File: src/rtl/dma_irq_pkg.sv
package dma_irq_pkg;
    // Interrupt classes; the index is also the summary bit position
    typedef enum logic [2:0] {
        CLS_CHAIN  = 3'd0,
        CLS_BLOCK  = 3'd1,
        CLS_SRCTX  = 3'd2,
        CLS_DSTTX  = 3'd3,
        CLS_BUSERR = 3'd4
    } irq_cls_e;

    localparam int NUM_CLS   = 5;
    localparam int ADDR_W    = 5;
    localparam int DATA_W    = 32;

    // Word address map, derived from the class count
    localparam int RAW_BASE  = 0;
    localparam int STAT_BASE = RAW_BASE + NUM_CLS;
    localparam int MASK_BASE = STAT_BASE + NUM_CLS;
    localparam int CLR_BASE  = MASK_BASE + NUM_CLS;
    localparam int SUM_ADDR  = CLR_BASE + NUM_CLS;
    localparam int CFG_ADDR  = SUM_ADDR + 1;
    localparam int CHEN_ADDR = CFG_ADDR + 1;
endpackage

File: src/rtl/dma_we_reg.sv
// Register written through a per-bit write-enable field held in the upper half of the write data
module dma_we_reg #(
    parameter int W = 8
) (
    input  logic           clk,
    input  logic           rst_n,
    input  logic           wr_i,
    input  logic [2*W-1:0] wdata_i,
    input  logic [W-1:0]   drop_i,
    output logic [W-1:0]   q_o
);
    logic [W-1:0] q_nxt;
    logic [W-1:0] sel;

    assign sel = wdata_i[2*W-1:W];

    always_comb begin
        q_nxt = q_o & ~drop_i;
        if (wr_i) begin
            q_nxt = (q_nxt & ~sel) | (wdata_i[W-1:0] & sel);
        end
    end

    always_ff @(posedge clk or negedge rst_n) begin
        if (!rst_n) q_o <= '0;
        else        q_o <= q_nxt;
    end

    AST_SEL_LOAD: assert property (@(posedge clk) disable iff (!rst_n)
        wr_i |=> ((q_o & $past(sel)) == ($past(wdata_i[W-1:0]) & $past(sel))));

    AST_UNSEL_KEEP: assert property (@(posedge clk) disable iff (!rst_n)
        (drop_i == '0) |=> ((q_o & ~$past(sel & {W{wr_i}})) == ($past(q_o) & ~$past(sel & {W{wr_i}}))));
endmodule

File: src/rtl/dma_irq_class.sv
// One interrupt class: sticky raw bits, write-enabled mask and visible status
module dma_irq_class #(
    parameter int W = 8
) (
    input  logic           clk,
    input  logic           rst_n,
    input  logic [W-1:0]   evt_i,
    input  logic           clr_wr_i,
    input  logic           mask_wr_i,
    input  logic [2*W-1:0] wdata_i,
    output logic [W-1:0]   raw_o,
    output logic [W-1:0]   mask_o,
    output logic [W-1:0]   stat_o
);
    logic [W-1:0] clr_vec;

    assign clr_vec = clr_wr_i ? wdata_i[W-1:0] : '0;

    // An event in the same cycle as a clear leaves the bit set
    always_ff @(posedge clk or negedge rst_n) begin
        if (!rst_n) raw_o <= '0;
        else        raw_o <= (raw_o & ~clr_vec) | evt_i;
    end

    dma_we_reg #(.W(W)) u_mask (
        .clk     (clk),
        .rst_n   (rst_n),
        .wr_i    (mask_wr_i),
        .wdata_i (wdata_i),
        .drop_i  ({W{1'b0}}),
        .q_o     (mask_o)
    );

    assign stat_o = raw_o & mask_o;

    AST_RAW_LATCH: assert property (@(posedge clk) disable iff (!rst_n)
        (evt_i != '0) |=> ((raw_o & $past(evt_i)) == $past(evt_i)));

    AST_W1C_CLEARS: assert property (@(posedge clk) disable iff (!rst_n)
        clr_wr_i |=> ((raw_o & $past(wdata_i[W-1:0] & ~evt_i)) == '0));

    AST_RAW_STICKY: assert property (@(posedge clk) disable iff (!rst_n)
        !clr_wr_i |=> ((raw_o & $past(raw_o)) == $past(raw_o)));
endmodule

File: src/rtl/dma_irq_regs.sv
module dma_irq_regs
    import dma_irq_pkg::*;
#(
    parameter int NCH = 8
) (
    input  logic              clk,
    input  logic              rst_n,
    input  logic [ADDR_W-1:0] reg_addr_i,
    input  logic              reg_wr_i,
    input  logic [DATA_W-1:0] reg_wdata_i,
    output logic [DATA_W-1:0] reg_rdata_o,
    input  logic [NCH-1:0]    evt_chain_i,
    input  logic [NCH-1:0]    evt_block_i,
    input  logic [NCH-1:0]    evt_srctx_i,
    input  logic [NCH-1:0]    evt_dsttx_i,
    input  logic [NCH-1:0]    evt_buserr_i,
    output logic [NCH-1:0]    chan_en_o,
    output logic              irq_o
);
    localparam int WE_W = 2 * NCH;

    logic [NCH-1:0]     evt   [NUM_CLS];
    logic [NCH-1:0]     raw   [NUM_CLS];
    logic [NCH-1:0]     mask  [NUM_CLS];
    logic [NCH-1:0]     stat  [NUM_CLS];
    logic [NUM_CLS-1:0] any_stat;
    logic               cfg_en;
    logic               chen_wr;
    logic               wdata_unused;

    assign wdata_unused = ^reg_wdata_i[DATA_W-1:WE_W];

    assign evt[CLS_CHAIN]  = evt_chain_i;
    assign evt[CLS_BLOCK]  = evt_block_i;
    assign evt[CLS_SRCTX]  = evt_srctx_i;
    assign evt[CLS_DSTTX]  = evt_dsttx_i;
    assign evt[CLS_BUSERR] = evt_buserr_i;

    genvar k;
    generate
        for (k = 0; k < NUM_CLS; k++) begin : g_cls
            dma_irq_class #(.W(NCH)) u_cls (
                .clk       (clk),
                .rst_n     (rst_n),
                .evt_i     (evt[k]),
                .clr_wr_i  (reg_wr_i && reg_addr_i == ADDR_W'(CLR_BASE + k)),
                .mask_wr_i (reg_wr_i && reg_addr_i == ADDR_W'(MASK_BASE + k)),
                .wdata_i   (reg_wdata_i[WE_W-1:0]),
                .raw_o     (raw[k]),
                .mask_o    (mask[k]),
                .stat_o    (stat[k])
            );
            assign any_stat[k] = |stat[k];
        end
    endgenerate

    // Channel enable: selected writes load, chain completion drops
    assign chen_wr = reg_wr_i && reg_addr_i == ADDR_W'(CHEN_ADDR);

    dma_we_reg #(.W(NCH)) u_chen (
        .clk     (clk),
        .rst_n   (rst_n),
        .wr_i    (chen_wr),
        .wdata_i (reg_wdata_i[WE_W-1:0]),
        .drop_i  (evt_chain_i),
        .q_o     (chan_en_o)
    );

    always_ff @(posedge clk or negedge rst_n) begin
        if (!rst_n)                                          cfg_en <= 1'b0;
        else if (reg_wr_i && reg_addr_i == ADDR_W'(CFG_ADDR)) cfg_en <= reg_wdata_i[0];
    end

    assign irq_o = cfg_en & (|any_stat);

    // Read mux; clear registers and unmapped addresses read zero
    always_comb begin
        reg_rdata_o = '0;
        for (int c = 0; c < NUM_CLS; c++) begin
            if (reg_addr_i == ADDR_W'(RAW_BASE + c))  reg_rdata_o[NCH-1:0] = raw[c];
            if (reg_addr_i == ADDR_W'(STAT_BASE + c)) reg_rdata_o[NCH-1:0] = stat[c];
            if (reg_addr_i == ADDR_W'(MASK_BASE + c)) reg_rdata_o[NCH-1:0] = mask[c];
        end
        if (reg_addr_i == ADDR_W'(SUM_ADDR))  reg_rdata_o[NUM_CLS-1:0] = any_stat;
        if (reg_addr_i == ADDR_W'(CFG_ADDR))  reg_rdata_o[0]           = cfg_en;
        if (reg_addr_i == ADDR_W'(CHEN_ADDR)) reg_rdata_o[NCH-1:0]     = chan_en_o;
    end

    AST_IRQ_GATED: assert property (@(posedge clk) disable iff (!rst_n)
        irq_o |-> cfg_en);

    AST_CHEN_SELF_CLR: assert property (@(posedge clk) disable iff (!rst_n)
        ((evt_chain_i != '0) && !chen_wr) |=> ((chan_en_o & $past(evt_chain_i)) == '0));

    AST_CHAIN_RAW: assert property (@(posedge clk) disable iff (!rst_n)
        (evt_chain_i != '0) |=> ((raw[CLS_CHAIN] & $past(evt_chain_i)) != '0));
endmodule

File: config.mk
export PLATFORM = sky130hd
export DESIGN_NAME = dma_irq_regs
export DESIGN_NICKNAME = d
export VERILOG_FILES = /design/src/rtl/dma_irq_pkg.sv /design/src/rtl/dma_we_reg.sv /design/src/rtl/dma_irq_class.sv /design/src/rtl/dma_irq_regs.sv
export SDC_FILE = /design/constraint.sdc
export NUM_CORES = 1
export LEC_CHECK = 0
export ABC_AREA = 1
export BUFFER_PORTS_ARGS = -buffer_cell sky130_fd_sc_hd__buf_4
export CORE_ASPECT_RATIO = 1.25
export CORE_MARGIN = 2
export CORE_UTILIZATION = 50
export DETAILED_ROUTE_END_ITERATION = 8
export PLACE_DENSITY = 0.73
export SYNTH_ARGS = -nofsm -noshare
export SYNTH_HDL_FRONTEND = slang
export SYNTH_HIERARCHICAL = 1
export SYNTH_SLANG_ARGS = --single-unit
File: constraint.sdc
create_clock -name clk -period 4 [get_ports clk]
set_clock_uncertainty 0.2 [all_clocks]
set_input_delay 0.2 -clock clk [delete_from_list [all_inputs] [get_ports clk]]
set_output_delay 0.2 -clock clk [all_outputs]
set_load 0.01 [all_outputs]
==> impl_metrics.json, run 1 <==
{
  "numPortBuffers": 80,
  "max_slew_margin_pct": 29.8,
  "grt_setup_unrepaired": "false",
  "grt.overflow.total": 0,
  "period_share_pct": 71.1,
  "synth_area_sq_um": 6580,
  "cts_max_level": 3,
  "grt_pass1_wl_um": 31300,
  "crit_end": "reg_rdata_o[3]",
  "crit_chain": "buf_4 > nor2_1 > inv_1 > nor2_1 > nand2_1 > nand4_1 > nor2_1 > nand3_1 > nand2_1 > nand3_1 > buf_4",
  "start_util_pct": 51.5,
  "cpMaxStageDelayCell": "nor2_1",
  "worstReg2RegStart": "u_chen/q_o[7]$_DFF_PN0_",
  "worstSetupPathType": "input port to output port",
  "rr_endpoint": "u_chen/q_o[7]$_DFF_PN0_",
  "grt_pass1_vias": 6151,
  "max_freq_mhz": 352,
  "via_count": 6622,
  "dieArea_sq_um": 14100,
  "status": "finished, final reports clean",
  "cts.root.buffer_cell": "clkbuf_16",
  "cts_tree": "done",
  "die_h_um": 132,
  "cts-buffers-inserted": 9,
  "ant_nets": 0,
  "leakagePower_uw": 0.00494,
  "fin_setup_tns_ns": 0,
  "finalCriticalPeriod_ns": 2.84,
  "min_path_type": "input port to flip-flop",
  "drive_gt1_share_pct": 10.7,
  "ys_seq_area_share_pct": 33.9,
  "reg2reg_depth": 4,
  "finalMaxSlewViolations": 0,
  "yosys.area_share.simple_pct": 42.9,
  "gp_congestion": 0.936,
  "synth_top_family_by_area": "simple AND/OR/NAND/NOR gates",
  "crit_cells": 11,
  "drcViolationCount": 0,
  "synthCells": 1106,
  "maxCapViolCount": 0,
  "end_kind": "output port",
  "drtIter0Drc": 460,
  "worstPathMaxFanout": 11,
  "fp.dieW_um": 107,
  "path_clk_slew_ns": 0.07,
  "arrival_ns": 2.44,
  "critPathLaunch": "reg_addr_i[3]",
  "required_ns": 3.60,
  "crit_buf_inv": 3,
  "clock_latency_ns": 0.35,
  "synthMuxAreaShare_pct": 0,
  "synth_xor_xnor_area_share_pct": 0,
  "antenna_found_initial": 0,
  "final_nets": 1338,
  "core_area_sq_um": 12800,
  "syn_to_final_growth_pct": 21.8,
  "synth.ff_latch_count": 89,
  "grt_max_degree": 65,
  "start_kind": "input port",
  "ys_types": 31,
  "dr.pass1.iters": 5,
  "synth.avg_cell_area_sq_um": 5.94,
  "hpwl_um": 13500,
  "track_usage_pct": 28.8,
  "wl_per_cell_um": 13.6,
  "hold_viol": 0,
  "synth_adder_area_share_pct": 0,
  "core.rowCount": 46,
  "crit_family": "simple AND/OR/NAND/NOR gates",
  "worst_slew_pin_slew_ns": 1.05,
  "placed_area_sq_um": 7270,
  "powerDensity_nw_per_um2": 274,
  "setup_viol": 0,
  "slowest_delay_ns": 0.58,
  "routed_wl_um": 19500,
  "ir_drop_mv": 0.229,
  "final_cell_area_sq_um": 8010,
  "yosys_warnings": 6,
  "synth_compound_area_share_pct": 0.951,
  "ff2ff_setup_slack_ns": 3.00,
  "viasPerCell": 4.63,
  "ios": 121,
  "antenna_cells": 0,
  "cts_sinks": 89,
  "worst_path_most_repeated_cell": "nor2_1",
  "clockBufferDepth": 2
}
## metal layers
metal	vias up	share of wire [%]	track usage [%]
li1	3400	-	-
met1	2955	44	38.4
met2	229	47	47.7
met3	38	5.8	3.11
met4	0	3.3	11.5
met5	-	0	0
## where the power goes
part           leakage (uW)  switching [uW]  internal [uW]  total [uW]
sequential          0.00103            9.30            910         920
clock              0.000153             376            567         943
combinational       0.00376             207            127         334
total               0.00494             592           1600        2200
## cell usage in the layout (no fill, tap or decap), drive strengths merged
| cell | n |
|---|---|
| bufinv | 2 |
| clkinvlp | 1 |
| buf | 85 |
| clkbuf | 12 |
| conb | 64 |
| a21oi | 4 |
| clkinv | 2 |
| nand3 | 87 |
| or2 | 6 |
| nor2 | 52 |
| nor4 | 8 |
| o22ai | 1 |
| o21ai | 6 |
| a31oi | 1 |
| or4 | 1 |
| dlygate4sd3 | 42 |
| nor3 | 7 |
| nand4 | 16 |
| inv | 283 |
| nand2 | 494 |
| dfrtp | 89 |
## logic make-up after synthesis
kind of cell	count (synthesis)
buffers and inverters	328
AND/OR/NAND/NOR	671
flip-flops	89
other	6
AO/OA/AOI/OAI	12
## flip-flops by register name (all words and copies together), names as in the netlist
register and count:
g_cls.u_cls/raw_o 40, g_cls.u_cls/u_mask/q_o 40, u_chen/q_o 8, cfg_en 1
## per-stage QoR
step | power (uW) | utilization, % | hold slack [ns] | std cells | setup slack, ns
2_1_floorplan | 1080 | - | -0.296 | 1164 | 2.33
3_3_place_gp | 1230 | 56.9 | 0.151 | 1373 | 1.23
3_5_place_dp | 1230 | 56.9 | 0.154 | 1373 | 1.22
4_1_cts | 2200 | 62.7 | 0.0231 | 1431 | 1.18
5_1_grt | 2270 | 62.7 | 0.0404 | 1431 | 0.952
6_report | 2200 | 62.7 | 0.0261 | 1431 | 1.16
## cells in the mapped netlist
| cell type | number | area, sq um |
|---|---|---|
| or2_0 | 1 | 6.26 |
| o22ai_1 | 1 | 6.26 |
| inv_2 | 5 | 18.8 |
| nand2_2 | 14 | 87.6 |
| clkinv_1 | 1 | 3.75 |
| nor2_4 | 3 | 33.8 |
| nor3_2 | 1 | 10.0 |
| buf_4 | 25 | 188 |
| or4_1 | 1 | 7.51 |
| nor4_1 | 8 | 50.1 |
| buf_8 | 6 | 90.1 |
| nand4_1 | 16 | 100 |
| nor3_1 | 6 | 30.0 |
| a21oi_1 | 4 | 20.0 |
| dfrtp_1 | 89 | 2230 |
| nand3_4 | 1 | 17.5 |
| nand3_2 | 2 | 20.0 |
| buf_2 | 6 | 30.0 |
| buf_6 | 6 | 67.6 |
| conb_1 | 6 | 22.5 |
| nand3_1 | 84 | 420 |
| nand2_1 | 479 | 1800 |
| or2_1 | 1 | 6.26 |
| clkbuf_1 | 1 | 3.75 |
| a31oi_1 | 1 | 6.26 |
| or2_2 | 4 | 25.0 |
| inv_1 | 278 | 1040 |
| nor2_2 | 4 | 25.0 |
| o21ai_0 | 6 | 30.0 |
| nand2_4 | 1 | 11.3 |
| nor2_1 | 45 | 169 |
## worst min path at each step
stage / from / endpoint / cells after the start
3_3_place_gp: rst_n / u_chen/q_o[6]$_DFF_PN0_ / 1
4_1_cts: reg_wdata_i[6] / g_cls[0].u_cls/raw_o[6]$_DFF_PN0_ / 4
6_report: reg_wdata_i[6] / g_cls[1].u_cls/raw_o[6]$_DFF_PN0_ / 4
2_1_floorplan: rst_n / cfg_en$_DFFE_PN0P_ / 0
3_5_place_dp: rst_n / g_cls[0].u_cls/raw_o[5]$_DFF_PN0_ / 1
5_1_grt: reg_wdata_i[1] / g_cls[1].u_cls/raw_o[1]$_DFF_PN0_ / 4
## layout make-up
| type | instances | area [sq um] |
|---|---|---|
| clock buffers | 12 | 246 |
| clock inverters | 4 | 76.3 |
| fillers | 1275 | 4770 |
| inverters | 284 | 1070 |
| multi-input cells | 747 | 3130 |
| flip-flops and latches | 89 | 2230 |
| well taps | 168 | 210 |
| repair buffers | 127 | 1060 |
## worst register-to-register path: stages, from the launching register on
cell and delay, ns:
dfrtp_1 0.44, nand2_1 0.10, nand2_1 0.05, nand2_1 0.06, inv_1 0.05
## timing repair
item / in CTS / in global routing
setup endpoints to repair: 0 / 0
hold endpoints to repair: 112 / 0
buffers inserted: 0 / 0
hold buffers: 42 / 0
resized for setup: 0 / 0
(Power assumes the default switching activity.)
==> run 2: changes to the inputs <==
Settings changed: PLACE_DENSITY 0.73 to 0.76.
Clock period 4 ns to 2.47 ns, I/O delays scaled along.
==> run 2 against run 1 <==
Effect of this change:
- final area up 8.6%
- sequential cell count unchanged
- hold slack worse by 0.014 ns
- non-clock buffer count up 65
- setup slack worse by 1.1 ns
- register-to-register slack worse by 2.1 ns
- critical path type is now flip-flop to output port
==> impl_metrics.json, run 2 (synthesized netlist as in run 1, its figures left out) <==
{
  "fin_setup_tns_ns": 0,
  "worstSetupPathType": "flip-flop to output port",
  "finalPower_uw": 3560,
  "leakagePower_uw": 0.00516,
  "dieArea_sq_um": 14100,
  "core.rowCount": 46,
  "clock_latency_ns": 0.34,
  "period_share_pct": 95.9,
  "via_count": 6921,
  "max_slew_margin_pct": 59.4,
  "ant_nets": 0,
  "layout_common_cells": "nand2_1 (476), inv_1 (277), buf_4 (96)",
  "powerDensity_nw_per_um2": 409,
  "start_kind": "flip-flop",
  "dr.pass1.iters": 7,
  "holdWs_ns": 0.0122,
  "ir_drop_mv": 0.280,
  "required_ns": 2.15,
  "path_clk_slew_ns": 0.07,
  "finalCriticalPeriod_ns": 2.37,
  "grt_max_degree": 40,
  "grt_setup_unrepaired": "true",
  "cts_sinks": 89,
  "max_freq_mhz": 422,
  "drive_gt1_share_pct": 12.5,
  "fp.dieW_um": 107,
  "min_path_type": "input port to flip-flop",
  "antenna_found_initial": 0,
  "fin_util_pct": 68.1,
  "p_int_uw": 2600,
  "worst_slew_pin_slew_ns": 0.606,
  "drtIter0Drc": 535,
  "cts_tree": "done",
  "top_layer": "met4",
  "placed_area_sq_um": 7360,
  "setup_viol": 0,
  "switchingPower_uw": 958,
  "seq_power_share_pct": 41.8,
  "final_nets": 1403,
  "clockBufferDepth": 2,
  "start_util_pct": 51.5,
  "finalMaxSlewViolations": 0,
  "status": "finished, final reports clean",
  "largestRegisters": "g_cls.u_cls/raw_o: 40 flops, g_cls.u_cls/u_mask/q_o: 40 flops, u_chen/q_o: 8 flops",
  "core_area_sq_um": 12800,
  "layout_commonest_cell": "nand2_1",
  "arrival_ns": 2.05,
  "clkPwrFrac_pct": 41.8,
  "antenna_cells": 0,
  "cts.root.buffer_cell": "clkbuf_16",
  "route.met2.wl_um": 9290,
  "gp_congestion": 0.946,
  "drt-met1-wl_um": 8700,
  "wl_per_cell_um": 13.3,
  "dr_wl_met3_um": 1300,
  "numPortBuffers": 80,
  "cts_max_level": 3,
  "switching_share_pct": 26.9,
  "hpwl_um": 13600,
  "viasPerCell": 4.63,
  "die_h_um": 132,
  "end_kind": "output port",
  "grt.overflow.total": 0,
  "worstPathMaxFanout": 3,
  "ios": 121,
  "p_comb_share_pct": 16.3,
  "hold_viol": 0,
  "syn_to_final_growth_pct": 32.3,
  "final_cell_area_sq_um": 8700,
  "grt_pass1_wl_um": 31500,
  "cts-buffers-inserted": 9,
  "routed_wl_um": 19900,
  "grt_pass1_vias": 6364,
  "track_usage_pct": 28.8,
  "drcViolationCount": 0,
  "maxCapViolCount": 0
}
run 2: worst max-delay path, cell delays in order (launching register included):
cell     delay [ns]
dfrtp_1        0.41
nand2_1        0.07
inv_1          0.05
nand2_1        0.07
nand3_2        0.08
nor2_2         0.11
nand4_1        0.13
nand2_1        0.12
nand4_1        0.09
nor2_2         0.16
nand3_1        0.11
nand2_2        0.09
nand3_2        0.08
buf_6          0.14
run 2: layer usage:
metal  up-vias  global-route usage [%]
met5         -                       0
met4         0                    11.4
met3        41                    4.50
met2       256                    47.8
met1      3087                    37.4
li1       3537                       -
run 2: path summary, 6_finish.rpt:
check / startpoint / to / slack (ns) / cells past startpoint
max: g_cls[0].u_cls/raw_o[1]$_DFF_PN0_ / reg_rdata_o[1] / 0.10 / 13
min: reg_wdata_i[2] / g_cls[1].u_cls/u_mask/q_o[2]$_DFF_PN0_ / 0.01 / 5
max reg2reg: g_cls[0].u_cls/raw_o[1]$_DFF_PN0_ / g_cls[0].u_cls/raw_o[1]$_DFF_PN0_ / 0.95 / 4
min reg2reg: g_cls[4].u_cls/u_mask/q_o[4]$_DFF_PN0_ / g_cls[4].u_cls/u_mask/q_o[4]$_DFF_PN0_ / 0.38 / 4
max in group asynchronous: rst_n / g_cls[4].u_cls/raw_o[0]$_DFF_PN0_ / 1.26 / 3
min in group asynchronous: rst_n / u_chen/q_o[6]$_DFF_PN0_ / 0.13 / 2
run 2: layout make-up:
cell class                      instances  area (sq um)
Clock buffer                           10           229
Clock inverter                          6          92.6
Fill cell                            1128          4080
Inverter                              284          1070
Multi-Input combinational cell        747          3180
Sequential cell                        89          2230
Tap cell                              168           210
Timing Repair Buffer                  192          1690
run 2: repair_timing:
| action | 4_1_cts | 5_1_grt |
|---|---|---|
| gates resized for setup | 0 | 19 |
| endpoints found under the setup margin | 0 | 5 |
| hold endpoints to repair | 144 | 0 |
| hold buffers | 93 | 0 |
| buffers inserted | 0 | 2 |
run 2: stage by stage:
| stage | instances | setup WS (ns) |
|---|---|---|
| after global placement | 1385 | 0.314 |
| after detailed placement | 1385 | 0.323 |
| after global routing | 1496 | -0.0711 |
| after CTS | 1494 | 0.103 |
| final | 1496 | 0.101 |
| after floorplan | 1164 | 0.877 |
run 2: power by group through the flow:
| stage | clock (uW) | combinational, uW | sequential (uW) |
|---|---|---|---|
| finish | 1490 | 581 | 1490 |
| global route | 1570 | 637 | 1490 |
| CTS | 1500 | 560 | 1490 |
| detailed placement | 0 | 482 | 1520 |
| global placement | 0 | 478 | 1520 |
| floorplan | 0 | 244 | 1510 |
==> run 3: changes to the inputs <==
Settings changed: CORE_MARGIN 2 to 10.
==> run 3 against run 2 <==
Effect of this change:
- global-route usage decreased by 5.6 points
- clock power is 7% lower
- setup slack got worse by 0.074 ns
- combinational power up 2%
- clock-buffer cell count fell by 1
- first-iteration DRC count grew 1.7%
- die area up 29%
- routed wire length increased by 4.9%
- critical path depth unchanged
==> impl_metrics.json, run 3 (synthesized netlist as in run 1, its figures left out) <==
{
  "drive_gt1_share_pct": 13.7,
  "drt-met1-wl_um": 8640,
  "crit_family": "simple AND/OR/NAND/NOR gates",
  "slowest_delay_ns": 0.41,
  "antenna_found_initial": 0,
  "largestRegisters": "g_cls.u_cls/raw_o: 40 flops, g_cls.u_cls/u_mask/q_o: 40 flops, u_chen/q_o: 8 flops",
  "cts_tree": "done",
  "switching_share_pct": 27.8,
  "ir_drop_mv": 0.467,
  "cts-buffers-inserted": 9,
  "die_h_um": 148,
  "grt.overflow.total": 0,
  "ant_nets": 0,
  "status": "finished, final reports clean",
  "drtIter0Drc": 544,
  "start_util_pct": 51.5,
  "routed_wl_um": 20900,
  "path_clk_slew_ns": 0.07,
  "wl_per_cell_um": 13.9,
  "numPortBuffers": 80,
  "antenna_cells": 0,
  "max_freq_mhz": 409,
  "worst_path_most_repeated_cell": "nand2_1",
  "fp.dieW_um": 123,
  "top_layer": "met4",
  "grt_max_degree": 53,
  "setup_viol": 0,
  "via_count": 6886,
  "core.rowCount": 46,
  "leakagePower_uw": 0.00520,
  "grt_pass1_wl_um": 33300,
  "dieArea_sq_um": 18200,
  "clkPwrFrac_pct": 40.0,
  "seq_power_share_pct": 43.0,
  "dr.pass1.iters": 5,
  "ff2ff_setup_slack_ns": 0.94,
  "cts_sinks": 89,
  "final_nets": 1409,
  "start_kind": "flip-flop",
  "end_kind": "output port",
  "fin_util_pct": 68.4,
  "required_ns": 2.15,
  "worst_slew_pin_slew_ns": 0.633,
  "worstPathMaxFanout": 3,
  "drcViolationCount": 0,
  "dpl_worst_slack_ns": 0.253,
  "dr_wl_met3_um": 1600,
  "ios": 121,
  "period_share_pct": 98.9,
  "layout_common_cells": "nand2_1 (473), inv_1 (274), buf_4 (101)",
  "hpwl_um": 14400,
  "clock_latency_ns": 0.34,
  "track_usage_pct": 23.2,
  "grt_setup_unrepaired": "true",
  "cpMaxStageDelayCell": "dfrtp_1",
  "layout_commonest_cell": "nand2_1",
  "arrival_ns": 2.12,
  "powerDensity_nw_per_um2": 396,
  "p_int_uw": 2500,
  "p_comb_share_pct": 17.0,
  "fillers": 1115,
  "gp_congestion": 0.958,
  "switchingPower_uw": 963,
  "finalCriticalPeriod_ns": 2.44,
  "maxCapViolCount": 0,
  "final.setup.worst_slack_ns": 0.0269,
  "viasPerCell": 4.58,
  "crit_chain": "nand2_1 > inv_2 > nand2_2 > nand3_2 > nor2_1 > nand4_1 > nand2_1 > nand4_1 > nor2_2 > nand3_1 > nand2_1 > nand3_2 > buf_6",
  "worstSetupPathType": "flip-flop to output port",
  "crit_buf_inv": 2,
  "route.met2.wl_um": 10100,
  "finalMaxSlewViolations": 0,
  "syn_to_final_growth_pct": 33.0,
  "cts_max_level": 3,
  "max_slew_margin_pct": 57.6,
  "grt_pass1_vias": 6712,
  "cts.root.buffer_cell": "clkbuf_16",
  "clockBufferDepth": 2,
  "core_area_sq_um": 12800,
  "min_path_type": "input port to asynchronous set/reset pin",
  "hold_viol": 0
}
[run 3: changes by cell type in the layout (fill, tap and decap cells not counted), moves of 2 or more]
cell | previous run | this run
buf_4 | 96 | 101
nor2_1 | 40 | 38
clkinv_2 | 0 | 3
inv_1 | 277 | 274
nand2_2 | 17 | 20
nand3_2 | 9 | 11
nand2_1 | 476 | 473
nand3_1 | 77 | 75
inv_2 | 6 | 9
nor2_2 | 9 | 11
[run 3: per-stage QoR]
stage                     instances  hold slack [ns]  area (sq um)  power, uW  TNS, ns
after CTS                      1495          0.00234          8600       3460        0
after floorplan                1164           -0.372          6790       1760        0
final                          1502          0.00292          8740       3460        0
after global placement         1386           -0.176          7370       2000        0
after detailed placement       1386           -0.171          7370       2000        0
after global routing           1502           0.0207          8740       3620   -0.222
[run 3: final cells by class]
| cell class | count | area, sq um | area share (%) |
|---|---|---|---|
| clock inverters | 7 | 70.1 | 0.801 |
| flip-flops and latches | 89 | 2230 | 25.5 |
| multi-input cells | 747 | 3200 | 36.6 |
| clock buffers | 9 | 225 | 2.58 |
| well taps | 168 | 210 | 2.40 |
| repair buffers | 198 | 1740 | 19.9 |
| inverters | 284 | 1070 | 12.2 |
[run 3: power by group through the flow]
stage | registers, uW | clock network, uW | logic, uW
after floorplan | 1510 | 0 | 244
after global placement | 1520 | 0 | 481
after detailed placement | 1520 | 0 | 483
after CTS | 1490 | 1400 | 561
after global routing | 1490 | 1470 | 649
final | 1490 | 1380 | 590
[run 3: repair_timing]
action,in CTS,in global routing
setup buffers,0,7
setup endpoints to repair,0,6
resized for setup,0,30
hold buffers,93,0
hold endpoints to repair,175,0
[run 3: metal layers]
| metal | up-vias | GRT usage [%] |
|---|---|---|
| met1 | 3053 | 29.3 |
| met5 | - | 0 |
| li1 | 3542 | - |
| met3 | 43 | 4.55 |
| met2 | 248 | 37.7 |
| met4 | 0 | 9.56 |
[run 3: worst paths after layout]
check | to | from | cells past startpoint
worst min register to register | g_cls[4].u_cls/u_mask/q_o[7]$_DFF_PN0_ | g_cls[4].u_cls/u_mask/q_o[7]$_DFF_PN0_ | 4
worst max register to register | g_cls[0].u_cls/raw_o[5]$_DFF_PN0_ | g_cls[0].u_cls/raw_o[5]$_DFF_PN0_ | 4
worst max-delay path | reg_rdata_o[3] | g_cls[0].u_cls/u_mask/q_o[3]$_DFF_PN0_ | 13
max in group asynchronous | g_cls[2].u_cls/u_mask/q_o[1]$_DFF_PN0_ | rst_n | 3
worst min-delay path | g_cls[1].u_cls/u_mask/q_o[5]$_DFF_PN0_ | rst_n | 2
min in group clk | g_cls[4].u_cls/u_mask/q_o[2]$_DFF_PN0_ | reg_wdata_i[2] | 5
